===== src/rtl/irq_arb_pkg.sv =====
package irq_arb_pkg;

   typedef enum logic [1:0] {
      BG_RUN  = 2'd0,
      BG_REL  = 2'd1,
      BG_HELD = 2'd2,
      BG_RET  = 2'd3
   } bg_state_t;

   typedef enum logic [1:0] {
      VS_IDLE = 2'd0,
      VS_ACK  = 2'd1,
      VS_DONE = 2'd2
   } vs_state_t;

   localparam logic [1:0] MODE_FETCH = 2'd0;
   localparam logic [1:0] MODE_FIXED = 2'd1;
   localparam logic [1:0] MODE_TABLE = 2'd2;
   localparam logic [1:0] MODE_RSVD  = 2'd3;

endpackage


===== src/rtl/irq_rst_stretch.sv =====
module irq_rst_stretch #(
   parameter int HOLD = 3
) (
   input  logic clk,
   input  logic rst_n,
   output logic core_rst_n
);
   localparam int CW = (HOLD > 1) ? $clog2(HOLD) : 1;
   localparam logic [CW-1:0] LAST = CW'(HOLD - 1);

   logic [CW-1:0] cnt_q;

   always_ff @(posedge clk or negedge rst_n) begin
      if (!rst_n) begin
         cnt_q      <= '0;
         core_rst_n <= 1'b0;
      end else begin
         if (cnt_q != LAST) cnt_q <= cnt_q + 1'b1;
         core_rst_n <= core_rst_n | (cnt_q == LAST);
      end
   end

   AST_RST_STAYS_LIVE: assert property (@(posedge clk) disable iff (!rst_n)
      $past(core_rst_n) |-> core_rst_n);
endmodule


===== src/rtl/irq_nmi_latch.sv =====
module irq_nmi_latch #(
   parameter int SYNC_STAGES = 0
) (
   input  logic clk,
   input  logic rst_n,
   input  logic nmi_n,
   input  logic take,
   output logic nmi_req
);
   logic nmi_s;
   logic prev_q;
   logic pend_q;
   logic fall;

   generate
      if (SYNC_STAGES == 0) begin : g_direct
         assign nmi_s = nmi_n;
      end else begin : g_sync
         logic [SYNC_STAGES-1:0] sh_q;
         always_ff @(posedge clk or negedge rst_n) begin
            if (!rst_n) sh_q <= '1;
            else        sh_q <= {sh_q[SYNC_STAGES-2:0], nmi_n};
         end
         assign nmi_s = sh_q[SYNC_STAGES-1];
      end
   endgenerate

   assign fall    = prev_q & ~nmi_s;
   assign nmi_req = pend_q | fall;

   always_ff @(posedge clk or negedge rst_n) begin
      if (!rst_n) begin
         prev_q <= 1'b1;
         pend_q <= 1'b0;
      end else begin
         prev_q <= nmi_s;
         pend_q <= (pend_q | fall) & ~take;
      end
   end

   AST_NMI_KEPT: assert property (@(posedge clk) disable iff (!rst_n)
      pend_q && !take |=> pend_q);
endmodule


===== src/rtl/irq_bus_grant.sv =====
module irq_bus_grant
   import irq_arb_pkg::*;
(
   input  logic clk,
   input  logic rst_n,
   input  logic busreq_n,
   input  logic mcyc_end,
   input  logic int_idle,
   output logic grant_now,
   output logic run,
   output logic bus_oe,
   output logic busack_n
);
   bg_state_t st_q, st_d;

   assign run       = (st_q == BG_RUN);
   assign grant_now = run & mcyc_end & ~busreq_n & int_idle;
   assign bus_oe    = rst_n & run;
   assign busack_n  = (st_q != BG_HELD);

   always_comb begin
      st_d = st_q;
      case (st_q)
         BG_RUN:  if (grant_now) st_d = BG_REL;
         BG_REL:  st_d = BG_HELD;
         BG_HELD: if (busreq_n) st_d = BG_RET;
         default: st_d = BG_RUN;
      endcase
   end

   always_ff @(posedge clk or negedge rst_n) begin
      if (!rst_n) st_q <= BG_RUN;
      else        st_q <= st_d;
   end

   AST_ACK_AFTER_RELEASE: assert property (@(posedge clk) disable iff (!rst_n)
      $fell(busack_n) |-> $past(!bus_oe));
   AST_GRANT_AT_BOUNDARY: assert property (@(posedge clk) disable iff (!rst_n)
      $fell(bus_oe) |-> $past(mcyc_end && !busreq_n));
endmodule


===== src/rtl/irq_vector_unit.sv =====
module irq_vector_unit
   import irq_arb_pkg::*;
#(
   parameter int ADDR_W = 16,
   parameter int DATA_W = 8,
   parameter logic [ADDR_W-1:0] NMI_ADDR   = ADDR_W'('h0066),
   parameter logic [ADDR_W-1:0] FIXED_ADDR = ADDR_W'('h0038)
) (
   input  logic              clk,
   input  logic              rst_n,
   input  logic              boundary,
   input  logic              int_n,
   input  logic              nmi_req,
   input  logic              ie_set,
   input  logic              ie_clr,
   input  logic              mode_wr,
   input  logic [1:0]        mode_val,
   input  logic              vec_wr,
   input  logic [DATA_W-1:0] vec_val,
   input  logic [DATA_W-1:0] data_in,
   output logic              nmi_take,
   output logic              idle,
   output logic              ie_state,
   output logic              ack_n,
   output logic              vec_valid,
   output logic              vec_nmi,
   output logic [ADDR_W-1:0] vec_addr,
   output logic              vec_from_bus,
   output logic [DATA_W-1:0] vec_opcode
);
   vs_state_t         st_q;
   logic              ie_q;
   logic [1:0]        mode_q;
   logic [1:0]        held_mode_q;
   logic [DATA_W-1:0] page_q;
   logic              int_take;

   assign idle     = (st_q == VS_IDLE);
   assign nmi_take = idle & boundary & nmi_req;
   assign int_take = idle & boundary & ~nmi_req & ie_q & ~int_n;
   assign ie_state = ie_q;
   assign ack_n    = (st_q != VS_ACK);
   assign vec_valid = (st_q == VS_DONE);

   always_ff @(posedge clk or negedge rst_n) begin
      if (!rst_n) begin
         ie_q   <= 1'b0;
         mode_q <= MODE_FETCH;
         page_q <= '0;
      end else begin
         if (nmi_take | int_take) ie_q <= 1'b0;
         else if (ie_clr)         ie_q <= 1'b0;
         else if (ie_set)         ie_q <= 1'b1;
         if (mode_wr && mode_val != MODE_RSVD) mode_q <= mode_val;
         if (vec_wr) page_q <= vec_val;
      end
   end

   always_ff @(posedge clk or negedge rst_n) begin
      if (!rst_n) begin
         st_q         <= VS_IDLE;
         held_mode_q  <= MODE_FETCH;
         vec_nmi      <= 1'b0;
         vec_addr     <= '0;
         vec_from_bus <= 1'b0;
         vec_opcode   <= '0;
      end else begin
         case (st_q)
            VS_IDLE: begin
               if (nmi_take) begin
                  st_q         <= VS_DONE;
                  vec_nmi      <= 1'b1;
                  vec_addr     <= NMI_ADDR;
                  vec_from_bus <= 1'b0;
                  vec_opcode   <= '0;
               end else if (int_take) begin
                  st_q        <= VS_ACK;
                  held_mode_q <= mode_q;
               end
            end
            VS_ACK: begin
               st_q       <= VS_DONE;
               vec_nmi    <= 1'b0;
               vec_opcode <= data_in;
               case (held_mode_q)
                  MODE_FIXED: begin
                     vec_addr     <= FIXED_ADDR;
                     vec_from_bus <= 1'b0;
                  end
                  MODE_TABLE: begin
                     vec_addr     <= {page_q, data_in};
                     vec_from_bus <= 1'b0;
                  end
                  default: begin
                     vec_addr     <= '0;
                     vec_from_bus <= 1'b1;
                  end
               endcase
            end
            default: st_q <= VS_IDLE;
         endcase
      end
   end

   AST_MODE_LEGAL: assert property (@(posedge clk) disable iff (!rst_n)
      mode_q != MODE_RSVD);
   AST_ACCEPT_DISABLES: assert property (@(posedge clk) disable iff (!rst_n)
      (nmi_take || int_take) |=> !ie_q);
   AST_ACK_ONE_CYCLE: assert property (@(posedge clk) disable iff (!rst_n)
      (st_q == VS_ACK) |=> (st_q == VS_DONE));
   AST_NMI_TARGET: assert property (@(posedge clk) disable iff (!rst_n)
      (vec_valid && vec_nmi) |-> (vec_addr == NMI_ADDR && !vec_from_bus));
endmodule


===== src/rtl/irq_bus_arbiter.sv =====
module irq_bus_arbiter
   import irq_arb_pkg::*;
#(
   parameter int ADDR_W      = 16,
   parameter int DATA_W      = 8,
   parameter int RST_HOLD    = 3,
   parameter int NMI_SYNC    = 0,
   parameter logic [ADDR_W-1:0] NMI_ADDR   = ADDR_W'('h0066),
   parameter logic [ADDR_W-1:0] FIXED_ADDR = ADDR_W'('h0038)
) (
   input  logic              clk,
   input  logic              rst_n,
   input  logic              int_n,
   input  logic              nmi_n,
   input  logic              busreq_n,
   input  logic              instr_end,
   input  logic              mcyc_end,
   input  logic              ie_set,
   input  logic              ie_clr,
   input  logic              mode_wr,
   input  logic [1:0]        mode_val,
   input  logic              vec_wr,
   input  logic [DATA_W-1:0] vec_val,
   input  logic [DATA_W-1:0] data_in,
   output logic              ie_state,
   output logic              ack_m1_n,
   output logic              ack_iorq_n,
   output logic              vec_valid,
   output logic              vec_nmi,
   output logic [ADDR_W-1:0] vec_addr,
   output logic              vec_from_bus,
   output logic [DATA_W-1:0] vec_opcode,
   output logic              bus_oe,
   output logic              busack_n
);
   generate
      if (ADDR_W != 2 * DATA_W) begin : g_bad_width
         $error("irq_bus_arbiter: ADDR_W must be twice DATA_W for paged vectors");
      end
      if (RST_HOLD < 1) begin : g_bad_hold
         $error("irq_bus_arbiter: RST_HOLD must be at least 1");
      end
      if (NMI_SYNC == 1 || NMI_SYNC < 0) begin : g_bad_sync
         $error("irq_bus_arbiter: NMI_SYNC must be 0 or at least 2");
      end
   endgenerate

   logic core_rst_n;
   logic nmi_req;
   logic nmi_take;
   logic int_idle;
   logic grant_now;
   logic bus_run;
   logic ack_n;
   logic boundary;

   assign boundary   = instr_end & bus_run & ~grant_now;
   assign ack_m1_n   = ack_n;
   assign ack_iorq_n = ack_n;

   irq_rst_stretch #(.HOLD(RST_HOLD)) u_rst (
      .clk        (clk),
      .rst_n      (rst_n),
      .core_rst_n (core_rst_n)
   );

   irq_nmi_latch #(.SYNC_STAGES(NMI_SYNC)) u_nmi (
      .clk     (clk),
      .rst_n   (core_rst_n),
      .nmi_n   (nmi_n),
      .take    (nmi_take),
      .nmi_req (nmi_req)
   );

   irq_bus_grant u_bus (
      .clk       (clk),
      .rst_n     (core_rst_n),
      .busreq_n  (busreq_n),
      .mcyc_end  (mcyc_end),
      .int_idle  (int_idle),
      .grant_now (grant_now),
      .run       (bus_run),
      .bus_oe    (bus_oe),
      .busack_n  (busack_n)
   );

   irq_vector_unit #(
      .ADDR_W     (ADDR_W),
      .DATA_W     (DATA_W),
      .NMI_ADDR   (NMI_ADDR),
      .FIXED_ADDR (FIXED_ADDR)
   ) u_vec (
      .clk          (clk),
      .rst_n        (core_rst_n),
      .boundary     (boundary),
      .int_n        (int_n),
      .nmi_req      (nmi_req),
      .ie_set       (ie_set),
      .ie_clr       (ie_clr),
      .mode_wr      (mode_wr),
      .mode_val     (mode_val),
      .vec_wr       (vec_wr),
      .vec_val      (vec_val),
      .data_in      (data_in),
      .nmi_take     (nmi_take),
      .idle         (int_idle),
      .ie_state     (ie_state),
      .ack_n        (ack_n),
      .vec_valid    (vec_valid),
      .vec_nmi      (vec_nmi),
      .vec_addr     (vec_addr),
      .vec_from_bus (vec_from_bus),
      .vec_opcode   (vec_opcode)
   );

   AST_ACK_WITH_BUS: assert property (@(posedge clk) disable iff (!core_rst_n)
      !ack_m1_n |-> (bus_oe && busack_n));
   AST_NO_RESULT_WHILE_AWAY: assert property (@(posedge clk) disable iff (!core_rst_n)
      !busack_n |-> !vec_valid);
endmodule


===== config.mk =====
export PLATFORM = sky130hd
export DESIGN_NAME = irq_bus_arbiter
export DESIGN_NICKNAME = d
export VERILOG_FILES = /design/src/rtl/irq_arb_pkg.sv /design/src/rtl/irq_rst_stretch.sv /design/src/rtl/irq_nmi_latch.sv /design/src/rtl/irq_bus_grant.sv /design/src/rtl/irq_vector_unit.sv /design/src/rtl/irq_bus_arbiter.sv
export SDC_FILE = /design/constraint.sdc
export NUM_CORES = 1
export LEC_CHECK = 0
export ABC_CLOCK_PERIOD_IN_PS = 2500
export BUFFER_PORTS_ARGS = -buffer_cell sky130_fd_sc_hd__buf_2
export CORE_UTILIZATION = 55
export CTS_CLUSTER_SIZE = 12
export DETAILED_ROUTE_END_ITERATION = 8
export GPL_TIMING_DRIVEN = 1
export PLACE_DENSITY_LB_ADDON = 0.2
export SYNTH_ARGS = -nofsm -noshare
export SYNTH_HDL_FRONTEND = slang
export SYNTH_SLANG_ARGS = --single-unit

===== constraint.sdc =====
create_clock -name clk -period 2.5 [get_ports clk]
set_input_delay 0.25 -clock clk [delete_from_list [all_inputs] [get_ports clk]]
set_output_delay 0.25 -clock clk [all_outputs]
set_load 0.005 [all_outputs]

## Word level (Yosys, flattened, before mapping)

Cells that the tools add are included.

- Eq/ne operators: 15
- Reduce and logical (&&, ||, !) cells: 9
- Mux-type cells: 19
- $add $sub $neg: 1
- Bitwise logic cells: 22

Operators with widths:

| kind | number |
|---|---|
| 16-bit case mux with 2 select lines | 2 |
| 16-bit two-way mux | 1 |
| 8-bit case mux with 2 select lines | 1 |
| 1-bit AND | 13 |
| 2-bit inequality test (second input constant) | 6 |
| 2-bit equality test (second input constant) | 4 |
| 2-bit two-way mux | 4 |
| 8-bit two-way mux | 1 |
| 2-bit by 1-bit equality test with 1-bit output (second input constant) | 3 |
| 1-bit two-way mux | 6 |
| 1-bit NOT | 6 |
| 2-bit case mux with 3 select lines | 1 |
| 2-bit logical NOT | 2 |
| 1-bit case mux with 2 select lines | 2 |
| 2-bit case mux with 2 select lines | 1 |
| 2-bit AND reduction | 2 |
| 3-bit by 2-bit inequality test with 1-bit output (second input constant) | 1 |
| 1-bit OR | 3 |
| 3-bit AND reduction | 1 |
| 3-bit nonzero test | 1 |
| 2-bit by 1-bit adder with 2-bit output (second input constant) | 1 |
| 2-bit by 1-bit inequality test with 1-bit output (second input constant) | 1 |
| 2-bit nonzero test | 1 |
| 2-bit OR reduction | 1 |
| 1-bit logical AND | 1 |

- Output and inout bits: 32
- Bits of input ports: 29
- Logic and storage cells: 80
- Register bits: 48

## Logic depth before layout (Yosys ltp)

Gate-level depths: netlist of the first run.

- Depth in word-level cells: 13
- Mapped depth: 7
- Gate-level depth less buffers: 5

## Modules after synthesis

Synthesis of the first run repeated with hierarchy kept, for this count alone.

- Cells, all modules: 165
- Area, all modules: 2,008.2 um^2

By module, submodules not included:

| module | sequential area each (um^2) | area each (um^2) | cells an instance | instances |
|---|---|---|---|---|
| irq_vector_unit | 1,026.0 | 1,635.3 | 134 | 1 |
| irq_bus_grant | 50.0 | 160.2 | 14 | 1 |
| irq_rst_stretch | 75.1 | 115.1 | 9 | 1 |
| irq_nmi_latch | 51.3 | 81.3 | 6 | 1 |
| irq_bus_arbiter | 0.0 | 16.3 | 2 | 1 |

## Least setup slack after synthesis of the first run

Ideal clock, no wire load.

- Kind: reg2out
- Start point: register u_rst.core_rst_n
- End point: output port bus_oe
- Slack: 0.705 ns
- Buffers on the path: 0
- Data required time: 2.250 ns
- Arrival: 1.545 ns
- Stages on the path, launching flop included: 2
- Path through: dfrtp_1 -> and2_1

- Cells in the longest elaborated chain, start to end: 1

RTL lines:

| what | RTL line | text |
|---|---|---|
| from (decl) | irq_rst_stretch.sv:6 | `output logic core_rst_n` |
| from (signal assigned) | irq_rst_stretch.sv:19 | `core_rst_n <= core_rst_n \| (cnt_q == LAST);` |
| 1-bit AND | irq_bus_grant.sv:18 | `assign bus_oe = rst_n & run;` |
| to (decl) | irq_bus_arbiter.sv:33 | `output logic bus_oe,` |

Every way passes these cells.

## Worst setup path in the final report of the first run

- Start point: register u_vec.st_q[0]
- End point: output port ack_iorq_n

- Cells in the longest elaborated chain, start to end: 1

RTL lines:

| what | RTL line | text |
|---|---|---|
| from (decl) | irq_vector_unit.sv:31 | `vs_state_t st_q;` |
| from (signal assigned) | irq_vector_unit.sv:61 | `st_q <= VS_IDLE;` |
| from (signal assigned) | irq_vector_unit.sv:71 | `st_q <= VS_DONE;` |
| from (signal assigned) | irq_vector_unit.sv:77 | `st_q <= VS_ACK;` |
| 2-bit by 1-bit inequality test with 1-bit output | irq_vector_unit.sv:42 | `assign ack_n = (st_q != VS_ACK);` |
| to (decl) | irq_bus_arbiter.sv:27 | `output logic ack_iorq_n,` |

Every way passes these cells.

==> reports/qor.yml, run 1 <==
synth:
  synth.largest_area_cell: "dfrtp_1"
  avgSynthCellArea_um2: 10.8
  netlist_instances: 190
  netlist-cell-type-count: 32
  syn-cell-area_um2: 2060
  ys_seq_area_share_pct: 58.3
  synth_top_area_share_pct: 57.1
  yosys-top-cells-area: "dfrtp_1, nand2_1, mux2_2"
  synth_warnings: 0
  synth_nets: 224
  synth_seq_cells: 48
clocking:
  htreeDepth: 2
  cts_sinks: 48
  cts.clk_slew.worst_paths_ns: 0.08
  cts_made_buffers: 5
  cts_buffer_depth: 2
  insertion_delay_ns: 0.30
  cts_tree: "done"
  cts_root_buf: "clkbuf_8"
sta:
  slew_headroom_pct: 62.0
  fin_crit_sh_pct: 75.5
  holdWs_ns: 0.0555
  clock_skew_ns: 0.00380
  rsz0062_at_grt: "false"
  setup_viol: 0
  final_max_slew_viol_count: 0
  setup_tns_ns: 0
  worst_slew_pin_slew_ns: 0.569
  hold_viol_final: 0
  fmax_mhz: 530
  post-route-min-period_ns: 1.89
drt:
  antenna_left: 0
  drt_iter0_markers: 106
  vias: 1565
  wl_per_cell_um: 13.2
  vias_per_cell: 5.31
  drc: 0
  drt_pass1_iterations: 4
  wirelength_mm: 3.90
place:
  routabilityCongestion: 0.720
  dpl.hpwl_mm: 2.78
  io_buffers: 60
global_routing:
  grt_pass1_vias: 1516
  grt_overflow: 0
  grt_pass1_wl_mm: 6.78
  antenna_found_initial: 0
  grtUsageTotal_pct: 22.4
  grt_start_max_net_pins: 35
setup_path:
  endpoint_kind: "primary output"
  critical_path.cell_chain: "nor2b_2 > buf_4 > inv_2 > buf_2"
  cp-start-kind: "flop"
  cp_slowest_stage_delay_ns: 0.40
  arrival_ns: 1.64
  cpMaxStageDelayCell: "dfrtp_1"
  cp.required_ns: 2.25
  cp_top_family: "buffers and inverters"
  cp_max_fo: 30
  cp.buffers_inverters: 3
  path_class: "reg -> out"
finish:
  area_growth_pct: 19.5
  diodes: 0
  layout-drive-gt1-share_pct: 35.7
  fillCellCount: 294
  nets: 282
die:
  io_pins: 61
  die_w_um: 63.2
  die_h_um: 63.2
  start_util_pct: 59.4
  dieArea_um2: 4000
  coreArea_um2: 3470
  rows: 21
pwr:
  seqPwrFrac_pct: 50.4
  ir_worst_vdd_mv: 0.482
  clock_power_share_pct: 21.6
  p_sw_uw: 650
  switching_share_pct: 30.1
  intPower_uw: 1510
  pwr_density_cell_nw_per_um2: 877
  pwr-share-comb_pct: 28.0
  p_leak_uw: 0.00120
job:
  drv_cap: 0
outcome:
  status: "complete, no violations"
worst_hold_path:
  hp-class: "in -> reg"
-- cells in the final DEF, fill, tap and decap left out, types with 4 or more instances in the layout --
cell      count
buf_2        60
dfrtp_1      46
nand2_1      33
o21ai_0      20
nor2_1       10
nand3_1      10
inv_1         9
mux2_2        9
a21oi_1       9
clkbuf_8      6
ha_1          5
nor2b_1       4
-- synthesized netlist by cell type (all sizes together) --
| master | instances |
|---|---|
| nand2b | 1 |
| a2bb2oi | 1 |
| ha | 5 |
| and4b | 1 |
| and2b | 1 |
| nor2b | 5 |
| o21ai | 22 |
| dfrtp | 47 |
| a21oi | 10 |
| nand2 | 33 |
| o31a | 1 |
| and2 | 1 |
| dfstp | 1 |
| or2 | 1 |
| clkbuf | 4 |
| mux2 | 11 |
| inv | 10 |
| nor2 | 10 |
| nand3 | 10 |
| o22a | 1 |
| xnor2 | 1 |
| o32ai | 2 |
| buf | 8 |
| o21a | 1 |
| a211oi | 1 |
| nand4b | 1 |
-- path summary, 6_finish.rpt --
kind	slack, ns	to	start	depth (start not counted)
hold / removal	0.06	u_nmi.prev_q$_DFF_PN1_	nmi_n	1
min in group asynchronous	0.15	u_vec.vec_opcode[5]$_DFFE_PN0P_	u_rst.core_rst_n$_DFF_PN0_	0
setup / recovery	0.61	ack_iorq_n	u_vec.st_q[0]$_DFFE_PN0P_	4
setup reg to reg	0.94	u_vec.vec_addr[12]$_DFFE_PN0P_	u_bus.st_q[0]$_DFFE_PN0P_	5
hold reg to reg	0.15	u_vec.vec_opcode[5]$_DFFE_PN0P_	u_rst.core_rst_n$_DFF_PN0_	0
max in group asynchronous	1.58	u_nmi.prev_q$_DFF_PN1_	u_rst.core_rst_n$_DFF_PN0_	1
-- stage by stage --
stage | total power, µW | util [%] | setup slack, ns | area, µm² | instances
after detailed placement | 1710 | 68.0 | 0.923 | 2360 | 286
after global placement | 1690 | 68.0 | 0.959 | 2360 | 286
final | 2160 | 71.0 | 0.612 | 2460 | 295
after floorplan | 1470 | - | 0.705 | 2060 | 190
after global routing | 2310 | 71.0 | 0.510 | 2460 | 295
after CTS | 2180 | 71.0 | 0.609 | 2460 | 295
-- flip-flops by register name (all words and copies together) (netlist names) --
| name | count |
|---|---|
| u_vec.vec_from_bus | 1 |
| u_vec.vec_addr | 16 |
| u_vec.page_q | 8 |
| u_rst.core_rst_n | 1 |
| u_vec.vec_opcode | 8 |
| u_vec.ie_state | 1 |
| u_bus.st_q | 2 |
| u_nmi.pend_q | 1 |
| u_vec.vec_nmi | 1 |
| u_vec.mode_q | 2 |
| u_nmi.prev_q | 1 |
| u_vec.st_q | 2 |
| u_vec.held_mode_q | 2 |
| u_rst.cnt_q | 2 |
-- power groups by stage --
stage | clock, µW | sequential [µW] | combinational [µW]
2_1_floorplan | 0 | 1100 | 367
3_3_place_gp | 0 | 1100 | 593
3_5_place_dp | 0 | 1110 | 607
4_1_cts | 474 | 1090 | 612
5_1_grt | 513 | 1110 | 685
6_report | 467 | 1090 | 604
-- what timing repair did --
item / 4_1_cts / 5_1_grt
hold buffers: 1 / 0
setup buffers: 0 / 0
hold endpoints to repair: 3 / 0
gates resized for setup: 0 / 0
-- metal layers --
metal  vias up  wire (µm)  track usage [%]
met3         6        285             6.88
met1       747       1690             28.5
met5         -          0                0
met2        62       1880             36.7
met4         0         40             6.82
li1        750          -                -
-- logic make-up after synthesis --
family          Yosys count  synth area share [%]
simple gates             64                  15.0
mux                      11                  6.38
compound gates           39                  11.2
xor+xnor                  1                 0.425
fa+ha+maj                 5                  3.04
flops                    48                  58.3
buf+inv                  22                  5.65
-- layout make-up --
class                           count  area (µm²)  area share [%]
Sequential cell                    48        1200            48.9
Multi-Input combinational cell    120         744            30.2
Timing Repair Buffer               63         325            13.2
Clock buffer                        7        86.3            3.51
Tap cell                           46        57.6            2.34
Inverter                           10        37.5            1.52
Clock inverter                      1        7.51           0.305
Power figures use the tool's default switching activity.
==> run 2: changes to the inputs <==
--- a/config.mk
+++ b/config.mk
@@ -5,9 +5,10 @@
 export SDC_FILE = /design/constraint.sdc
 export NUM_CORES = 1
 export LEC_CHECK = 0
-export ABC_CLOCK_PERIOD_IN_PS = 2500
+export ABC_AREA = 1
+export ABC_CLOCK_PERIOD_IN_PS = 1580
 export BUFFER_PORTS_ARGS = -buffer_cell sky130_fd_sc_hd__buf_2
-export CORE_UTILIZATION = 55
+export CORE_UTILIZATION = 46
 export CTS_CLUSTER_SIZE = 12
 export DETAILED_ROUTE_END_ITERATION = 8
 export GPL_TIMING_DRIVEN = 1
==> constraint.sdc (replaced) <==
create_clock -name clk -period 1.58 [get_ports clk]
set_input_delay 0.158 -clock clk [delete_from_list [all_inputs] [get_ports clk]]
set_output_delay 0.158 -clock clk [all_outputs]
set_load 0.005 [all_outputs]
==> reports/qor.yml, run 2 <==
drt:
  drc: 0  # unchanged
  wl_per_cell_um: 11.7  # was 13.2 µm
  drt_pass1_iterations: 5  # was 4
  wirelength_mm: 3.98  # was 3.90 mm
  vias_per_cell: 4.79  # was 5.31
  drt_iter0_markers: 70  # was 106
  vias: 1624  # was 1,565
  antenna_left: 0  # unchanged
finish:
  nets: 321  # was 282
  final_cell_area_um2: 2620  # was 2460 µm²
  diodes: 0  # unchanged
  largest_register_ffs: 16  # unchanged
  layout-drive-gt1-share_pct: 31.7  # was 35.7%
  final_common_cell: "nand2_1"  # was buf_2
  fillCellCount: 406  # was 294
  area_growth_pct: 23.9  # was 19.5%
  largest-register: "u_vec.vec_addr"  # unchanged
  largestRegisters: "u_vec.vec_addr (16), u_vec.page_q (8), u_vec.vec_opcode (8)"  # unchanged
  layout_common_cells: "nand2_1, buf_2, dfrtp_1, nand3_1, inv_1"  # was buf_2, dfrtp_1, nand2_1, o21ai_0
setup_path:
  cp.required_ns: 1.77  # was 2.25 ns
  critical_path.cell_chain: "inv_1 > ha_1 > nand3_1 > nand4_4 > buf_12 > nand2_1 > nand2_1 > nand2_1"  # was nor2b_2 > buf_4 > inv_2 > buf_2
  endpoint_kind: "flop"  # was primary output
  cp_common_cell: "nand2_1"
  cp_max_fo: 28  # was 30
  reg2reg_depth: 8  # was 5
  arrival_ns: 1.64  # about the same
  path_class: "reg -> reg"  # was reg -> out
  cp_slowest_stage_delay_ns: 0.37  # was 0.40 ns
  cpMaxStageDelayCell: "dfrtp_1"  # unchanged
  cp-start-kind: "flop"  # unchanged
synth:
  synth_edf_count: 0  # unchanged
  ys_top_cells_by_count: "nand2_1, dfrtp_1, nand3_1"  # was dfrtp_1, nand2_1, o21ai_0
  syn-cell-area_um2: 2110  # was 2060 µm²
  netlist-cell-type-count: 23  # was 32
  yosys-top-cells-area: "dfrtp_1, nand2_1, nand3_1"  # was dfrtp_1, nand2_1, mux2_2
  synth_warnings: 0  # unchanged
  netlist_instances: 222  # was 190
  synth.most_common_cell: "nand2_1"  # was dfrtp_1
  synth_top_area_share_pct: 55.7  # was 57.1%
  ys_seq_area_share_pct: 56.9  # was 58.3%
  avgSynthCellArea_um2: 9.51  # was 10.8 µm²
  ys.flop_type: "dfrtp_1"  # unchanged
  synth_nets: 256  # was 224
  synthArstFlopShare_pct: 100  # unchanged
  synth.largest_area_cell: "dfrtp_1"  # unchanged
  synth_seq_cells: 48  # unchanged
outcome:
  status: "complete, no violations"  # unchanged
sta:
  final_max_slew_viol_count: 0  # unchanged
  post-route-min-period_ns: 1.44
  setup_tns_ns: 0  # unchanged
  clock_skew_ns: 0.0103  # was 0.00380 ns
  fmax_mhz: 694
  hold_viol_final: 0  # unchanged
  setup_viol: 0  # unchanged
  fin_crit_sh_pct: 91.2
  worst_slew_pin_slew_ns: 0.567  # was 0.569 ns
  slew_headroom_pct: 62.2  # was 62.0%
  rsz0062_at_grt: "false"  # unchanged
clocking:
  cts_tree: "done"  # unchanged
  cts_root_buf: "clkbuf_8"  # unchanged
  cts_buffer_depth: 2  # unchanged
  cts_made_buffers: 5  # unchanged
  cts_resized: 0  # unchanged
  htreeDepth: 2  # unchanged
  cts.clk_slew.worst_paths_ns: 0.09  # was 0.08 ns
  cts_sinks: 48  # unchanged
  insertion_delay_ns: 0.30  # about the same
  cts_setup_buffers: 0  # unchanged
  hold_buffers: 2  # was 1
die:
  coreArea_um2: 4380  # was 3470 µm²
  dieArea_um2: 4870  # was 4000 µm²
  die_w_um: 69.8  # was 63.2 µm
  io_pins: 61  # unchanged
  start_util_pct: 48.2  # was 59.4%
  rows: 24  # was 21
  die_h_um: 69.8  # was 63.2 µm
worst_hold_path:
  hold_path_depth: 3  # was 1
  hp-class: "in -> reg"  # unchanged
global_routing:
  antenna_found_initial: 0  # unchanged
  grt_start_max_net_pins: 29  # was 35
  grtUsageTotal_pct: 18.0  # was 22.4%
  grt_pass1_vias: 1550  # was 1,516
  grt_pass1_wl_mm: 6.91  # was 6.78 mm
  grt_overflow: 0  # unchanged
pwr:
  ir_worst_vdd_mv: 0.686  # was 0.482 mV
  power_uw: 3580  # was 2160 µW
  pwr_density_cell_nw_per_um2: 1370  # was 877 nW/µm²
  p_leak_uw: 0.00147  # was 0.00120 µW
place:
  routabilityCongestion: 0.744  # was 0.720
  dpl_cell_area_um2: 2470  # was 2360 µm²
  io_buffers: 60  # unchanged
  dpl.hpwl_mm: 2.85  # was 2.78 mm
job:
  drv_cap: 0  # unchanged
## run 2: cell count changes in the layout (fill, tap and decap cells not counted), moves of 2 or more
cell and delta:
buf_4 +4, nand2_1 +36, mux2_4 -2, inv_1 +13, nor2_1 -4, bufinv_16 +2
o32ai_1 -2, nand3_1 +27, nor2_4 +2, o21ai_0 -16, a21oi_1 -8, nor2b_1 -4
## run 2: per-layer routing
metal	GRT usage [%]	vias up	share of wire (%)
li1	-	829	-
met1	23.1	736	45
met2	29.1	52	47
met3	4.51	7	6.9
met4	7.33	0	1.5
met5	0	-	0
## run 2: path summary, 6_finish.rpt
| kind | from | to | slack (ns) |
|---|---|---|---|
| min | data_in[2] | u_vec.vec_opcode[2]$_DFFE_PN0P_ | 0.07 |
| max in group asynchronous | u_rst.core_rst_n$_DFF_PN0_ | u_vec.mode_q[1]$_DFFE_PN0P_ | 1.01 |
| max reg2reg | u_bus.st_q[0]$_DFFE_PN0P_ | u_vec.vec_addr[6]$_DFFE_PN0P_ | 0.14 |
| min reg2reg | u_rst.core_rst_n$_DFF_PN0_ | u_vec.vec_addr[5]$_DFFE_PN0P_ | 0.29 |
| max | u_bus.st_q[0]$_DFFE_PN0P_ | u_vec.vec_addr[6]$_DFFE_PN0P_ | 0.14 |
| min in group asynchronous | rst_n | u_rst.cnt_q[0]$_DFFE_PN0N_ | 0.18 |
## run 2: cells by family after synthesis
kind of cell    share of synthesized area [%]
xor+xnor                                0.415
fa+ha+maj                                2.96
flops                                    56.9
compound gates                           2.43
mux                                      4.27
simple gates                             25.2
buf+inv                                  7.76
## run 2: cell type report
| class | count | area (µm²) | share of cell area [%] |
|---|---|---|---|
| clock buffers | 5 | 68.8 | 2.63 |
| clock inverters | 2 | 60.1 | 2.30 |
| inverters | 23 | 87.6 | 3.35 |
| multi-input cells | 140 | 746 | 28.5 |
| flip-flops and latches | 48 | 1200 | 46.0 |
| well taps | 52 | 65.1 | 2.49 |
| repair buffers | 69 | 385 | 14.7 |
## run 2: report_power, final
part	internal, µW	total, µW	switching [µW]
Combinational	423	986	563
Sequential	1460	1580	119
Clock	623	1010	389
Total	2510	3580	1070
## run 2: through the flow
step / setup WS, ns / utilization [%] / hold WS, ns / cells
finish: 0.139 / 59.7 / 0.0735 / 339
global route: 0.00998 / 59.7 / 0.0665 / 339
CTS: 0.141 / 59.7 / 0.0666 / 339
detailed placement: 0.152 / 56.3 / -0.0419 / 330
global placement: 0.200 / 56.3 / -0.0427 / 330
floorplan: 0.254 / - / -0.138 / 222
## run 2: worst max-delay path, delay by kind of cell, from the launching register on
kind / cells / cell delay (ns)
buffers and inverters: 2 / 0.27
adder cells (fa/ha/maj): 1 / 0.23
flip-flops: 1 / 0.37
AND/OR/NAND/NOR: 5 / 0.46
